**src/rtl/cdiv_pkg.sv**
```systemverilog
package cdiv_pkg;
  typedef enum logic [1:0] {
    S_IDLE = 2'd0,
    S_RUN  = 2'd1,
    S_FRAC = 2'd2,
    S_DONE = 2'd3
  } cdiv_state_e;
endpackage

```
**src/rtl/cdiv_step.sv**
```systemverilog
// One long-division step in base 2^P by 2^P+1.
module cdiv_step #(
  parameter int P = 4
) (
  input  logic [P-1:0] tuple_i,
  input  logic [P:0]   rem_i,
  output logic [P-1:0] quo_o,
  output logic [P:0]   rem_o
);
  localparam logic [P:0] DIVR = (P+1)'((2 ** P) + 1);

  logic [P+1:0] diff;
  logic         borrow;

  assign diff   = {2'b00, tuple_i} - {1'b0, rem_i};
  assign borrow = diff[P+1];
  // rem_i == 2^P always borrows; low bits 0 minus 1 wrap to 2^P-1
  assign quo_o  = rem_i[P-1:0] - P'(borrow);
  assign rem_o  = borrow ? (diff[P:0] + DIVR) : diff[P:0];
endmodule

```
**src/rtl/cdiv_frac_gen.sv**
```systemverilog
// Fraction tuple from final remainder: R-1 on even phase, its complement on odd.
module cdiv_frac_gen #(
  parameter int P = 4
) (
  input  logic [P:0]   rem_i,
  input  logic         phase_i,
  output logic [P-1:0] tuple_o
);
  logic [P-1:0] first;

  assign first   = rem_i[P-1:0] - P'(1);
  assign tuple_o = (rem_i == '0) ? '0 : (phase_i ? ~first : first);
endmodule

```
**src/rtl/const_div_serial.sv**
```systemverilog
module const_div_serial
  import cdiv_pkg::*;
#(
  parameter int P   = 4,
  parameter int FLW = 8
) (
  input  logic           clk_i,
  input  logic           rst_ni,
  input  logic           in_valid_i,
  output logic           in_ready_o,
  input  logic [P-1:0]   in_tuple_i,
  input  logic           in_last_i,
  input  logic [FLW-1:0] frac_len_i,
  output logic           q_valid_o,
  input  logic           q_ready_i,
  output logic [P-1:0]   q_tuple_o,
  output logic           q_frac_o,
  output logic [P:0]     rem_o,
  output logic           rem_valid_o
);
  cdiv_state_e    state_q;
  logic [P:0]     rem_q;
  logic [FLW-1:0] cnt_q;
  logic           phase_q;
  logic           q_valid_q;
  logic [P-1:0]   q_tuple_q;
  logic           q_frac_q;

  logic           out_free;
  logic           acc;
  logic           frac_go;
  logic [P:0]     rem_use;
  logic [P-1:0]   step_quo;
  logic [P:0]     step_rem;
  logic [P-1:0]   frac_tuple;

  assign out_free   = !q_valid_q || q_ready_i;
  assign in_ready_o = out_free && (state_q != S_FRAC);
  assign acc        = in_valid_i && in_ready_o;
  assign frac_go    = (state_q == S_FRAC) && out_free;
  // a new division starts from a zero remainder
  assign rem_use    = (state_q == S_RUN) ? rem_q : '0;

  cdiv_step #(.P(P)) u_step (
    .tuple_i (in_tuple_i),
    .rem_i   (rem_use),
    .quo_o   (step_quo),
    .rem_o   (step_rem)
  );

  cdiv_frac_gen #(.P(P)) u_frac (
    .rem_i   (rem_q),
    .phase_i (phase_q),
    .tuple_o (frac_tuple)
  );

  always_ff @(posedge clk_i or negedge rst_ni) begin
    if (!rst_ni) begin
      state_q   <= S_IDLE;
      rem_q     <= '0;
      cnt_q     <= '0;
      phase_q   <= 1'b0;
      q_valid_q <= 1'b0;
      q_tuple_q <= '0;
      q_frac_q  <= 1'b0;
    end else begin
      if (out_free) q_valid_q <= acc || frac_go;
      if (acc) begin
        rem_q     <= step_rem;
        q_tuple_q <= step_quo;
        q_frac_q  <= 1'b0;
        phase_q   <= 1'b0;
        cnt_q     <= frac_len_i;
        if (in_last_i) state_q <= (frac_len_i == '0) ? S_DONE : S_FRAC;
        else           state_q <= S_RUN;
      end else if (frac_go) begin
        q_tuple_q <= frac_tuple;
        q_frac_q  <= 1'b1;
        phase_q   <= ~phase_q;
        cnt_q     <= cnt_q - FLW'(1);
        if (cnt_q == FLW'(1)) state_q <= S_DONE;
      end
    end
  end

  assign q_valid_o   = q_valid_q;
  assign q_tuple_o   = q_tuple_q;
  assign q_frac_o    = q_frac_q;
  assign rem_o       = rem_q;
  assign rem_valid_o = (state_q == S_FRAC) || (state_q == S_DONE);
endmodule

```
**config.mk**
```make
export PLATFORM = sky130hd
export DESIGN_NAME = const_div_serial
export DESIGN_NICKNAME = d
export VERILOG_FILES = /design/src/rtl/cdiv_pkg.sv /design/src/rtl/cdiv_step.sv /design/src/rtl/cdiv_frac_gen.sv /design/src/rtl/const_div_serial.sv
export SDC_FILE = /design/constraint.sdc
export NUM_CORES = 1
export LEC_CHECK = 0
export BUFFER_PORTS_ARGS = -buffer_cell sky130_fd_sc_hd__buf_2
export CAP_MARGIN = 20
export CORE_MARGIN = 10
export CORE_UTILIZATION = 24
export DETAILED_ROUTE_END_ITERATION = 6
export GPL_TIMING_DRIVEN = 0
export SLEW_MARGIN = 40
export SYNTH_ARGS = -nofsm -noshare
export SYNTH_HDL_FRONTEND = slang
export SYNTH_SLANG_ARGS = --single-unit
```
**constraint.sdc**
```tcl
create_clock -name clk_i -period 5.65 [get_ports clk_i]
set_input_delay 1.13 -clock clk_i [delete_from_list [all_inputs] [get_ports clk_i]]
set_output_delay 1.13 -clock clk_i [all_outputs]
set_load 0.005 [all_outputs]
```
==> flow_metrics.py <==
metrics = {
    "layout": {
        "drive_above_1_share": 0.2140,
        "mostFrequentLayoutCells": "buf_2, nand2_1, dfrtp_1",
        "nets": 258,
        "n_fill_cell": 746,
        "syn_to_final_growth_pct": 18.92,
        "antenna_cells": 0,
        "final_common_cell": "buf_2",
    },
    "sta": {
        "finalMaxSlewViolations": 0,
        "fmax_mhz": 326.1,
        "finalSetupViolCount": 0,
        "hold_viol": 0,
        "finalSetupTns_ns": 0,
        "tightest_slew_ns": 0.5187,
        "period_share": 0.5428,
        "max_slew_margin": 0.6542,
        "clock-skew-final_ns": 0.003232,
        "period_needed_ns": 3.067,
        "grt_setup_unrepaired": "no",
    },
    "worst_setup_path": {
        "worstSetupPathType": "flip-flop to flip-flop",
        "cp_max_fo": 10,
        "end_kind": "flip-flop",
        "r2r_slack_ns": 2.58,
        "reg2reg_from": "state_q[0]",
        "arrival_ns": 3.23,
        "start_kind": "flip-flop",
        "r2r_cells": 13,
        "required_ns": 5.81,
        "r2r-end": "q_tuple_o[3]",
    },
    "pwr": {
        "irDropWorstVdd_v": 0.0001876,
        "p_leak_uw": 0.0008828,
        "power.internal_uw": 514.3,
        "switching_power_uw": 416.0,
        "total_power_uw": 930.3,
        "p_per_area_nw_per_um2": 462.1,
        "combPwrFrac": 0.567,
        "p_seq_frac": 0.306,
        "clkPwrFrac": 0.127,
        "switching_share": 0.4472,
    },
    "global_routing": {
        "grt_use_total": 0.08217,
        "grt_pass1_vias": 1573,
        "overflow": 0,
        "grt_antenna_before_repair": 0,
        "grt_pass1_wl_um": 7569,
        "grt_max_degree": 23,
    },
    "routing": {
        "drt-total-wl_um": 4530,
        "first_pass_iters": 4,
        "via_count": 1553,
        "drc": 0,
        "ant_nets": 0,
        "drtIter0Drc": 85,
        "wl_per_cell_um": 13.94,
        "via_per_inst": 4.778,
    },
    "cts": {
        "htree_levels": 1,
        "clk_latency_ns": 0.27,
        "ctsRootBufferMaster": "clkbuf_8",
        "clockBufferDepth": 2,
        "ctsResizeCount": 0,
        "post_cts.repair.setup_buffers": 0,
        "postCtsHoldBufs": 0,
        "clock_sinks": 22,
        "cts.reportedPaths.clkPinSlew_ns": 0.09,
        "tritoncts": "built",
        "cts_made_buffers": 3,
    },
    "floorplan": {
        "dieWidth_um": 104.0,
        "die_h_um": 104.0,
        "core_area_sq_um": 6832,
        "num_io_pins": 30,
        "die-area_sq_um": 10810,
        "rows": 30,
        "start_util": 0.2478,
    },
    "logic_synthesis": {
        "syn_inst": 196,
        "synth-warning-count": 0,
        "syn-num-nets": 224,
        "ys_seq_area_frac": 0.3252,
        "synthFlopType": "dfrtp_1",
        "ys_ff_latch": 22,
        "syn_area_sq_um": 1693,
        "avgSynthCellArea_sq_um": 8.637,
        "async_reset_ff_frac": 1.000,
        "yosysUniqueCellTypes": 50,
        "synth-edff-count": 0,
    },
    "placement": {
        "post-dp-hpwl_um": 3563,
        "io_buffers": 29,
        "gp_congestion": 0.8129,
    },
    "hold_path": {
        "min_path_cells": 2,
        "worst_hold_path.endpoint": "q_frac_o",
        "hp-start": "q_frac_o",
        "hp-class": "flip-flop to flip-flop",
    },
    "run_status": {
        "status": "finished clean",
    },
    "job": {
        "drv_cap": 0,
    },
}
-- stage by stage --
stage / hold WS, ns / setup slack [ns] / std cells / utilization / cell area, sq um
2_1_floorplan: 0.4711 / 2.662 / 196 / - / 1693
3_3_place_gp: 0.4616 / 2.400 / 321 / 0.2866 / 1958
3_5_place_dp: 0.4668 / 2.368 / 321 / 0.2866 / 1958
4_1_cts: 0.4900 / 2.574 / 325 / 0.2947 / 2013
5_1_grt: 0.5330 / 2.309 / 325 / 0.2947 / 2013
6_report: 0.4841 / 2.583 / 325 / 0.2947 / 2013
-- cells in the mapped netlist, types with 3 or more instances --
master / instances / share of area
o21ai_1: 4 / 0.012
o21ai_0: 8 / 0.024
inv_1: 14 / 0.031
dfrtp_1: 22 / 0.33
mux2i_1: 4 / 0.024
nor3_1: 6 / 0.018
nor2_1: 16 / 0.035
clkbuf_1: 3 / 0.0067
a21oi_1: 8 / 0.024
xnor2_1: 6 / 0.031
a221oi_1: 4 / 0.021
xor2_1: 3 / 0.016
nand2_1: 28 / 0.062
ha_1: 10 / 0.074
buf_2: 3 / 0.0089
o211ai_1: 6 / 0.027
-- layer usage --
layer	GRT usage	vias up	part of all wire
met5	0	-	0
met4	0.01292	0	0
met3	0.02169	0	0.044
met2	0.1455	41	0.48
met1	0.09808	738	0.47
li1	-	774	-
-- worst max path at each step --
stage                     slack [ns]  depth (start not counted)           end     startpoint
after floorplan                 2.66                         11  q_tuple_o[3]  in_tuple_i[2]
after global placement          2.40                         12  q_tuple_o[3]  in_tuple_i[2]
after detailed placement        2.37                         12  q_tuple_o[3]  in_tuple_i[2]
after CTS                       2.57                         13  q_tuple_o[3]     state_q[0]
after global routing            2.31                         13  q_tuple_o[2]     state_q[0]
final                           2.58                         13  q_tuple_o[3]     state_q[0]
-- power groups by stage --
| stage | Sequential (uW) | Combinational, uW | Clock, uW |
|---|---|---|---|
| 2_1_floorplan | 276 | 388 | 0 |
| 3_3_place_gp | 286 | 523 | 0 |
| 6_report | 285 | 527 | 119 |
| 5_1_grt | 297 | 593 | 128 |
| 4_1_cts | 285 | 533 | 124 |
| 3_5_place_dp | 287 | 530 | 0 |
-- layout make-up --
class,count,area (sq um),area share
clock buffers,4,55.05,0.02735
repair buffers,29,145.1,0.07209
plain buffers,8,45.04,0.02237
well taps,96,120.1,0.05966
inverters,14,52.55,0.02610
multi-input cells,152,1045,0.5190
flip-flops and latches,22,550.5,0.2735
-- registers in the layout (all words and copies together) (netlist names) --
register,cells
q_frac_o,1
phase_q,1
state_q,2
rem_o,5
q_valid_o,1
cnt_q,8
q_tuple_o,4
-- cell families (layout without fill, tap and decap cells) --
group,after synthesis,in the layout,share of synthesized area
AOI/OAI and AO/OA,52,52,0.2210
xor gates and xnor gates,9,9,0.04657
adders and majority gates,11,11,0.08574
buffers and inverters,22,55,0.05765
DFF,22,22,0.3252
muxes,4,4,0.02365
and+or+nand+nor,76,76,0.2402
-- worst max-delay path, cell delays in order (launching register included) --
cell      delay [ns]
dfrtp_1         0.42
nor2b_1         0.39
nand2_1         0.18
ha_1            0.33
buf_2           0.19
nor2_1          0.19
a211oi_1        0.08
o21a_1          0.22
inv_1           0.12
ha_1            0.21
nand3_1         0.09
a32oi_1         0.19
nor2_1          0.06
a311o_1         0.28
Note: power is estimated with default switching activity, not from simulation.
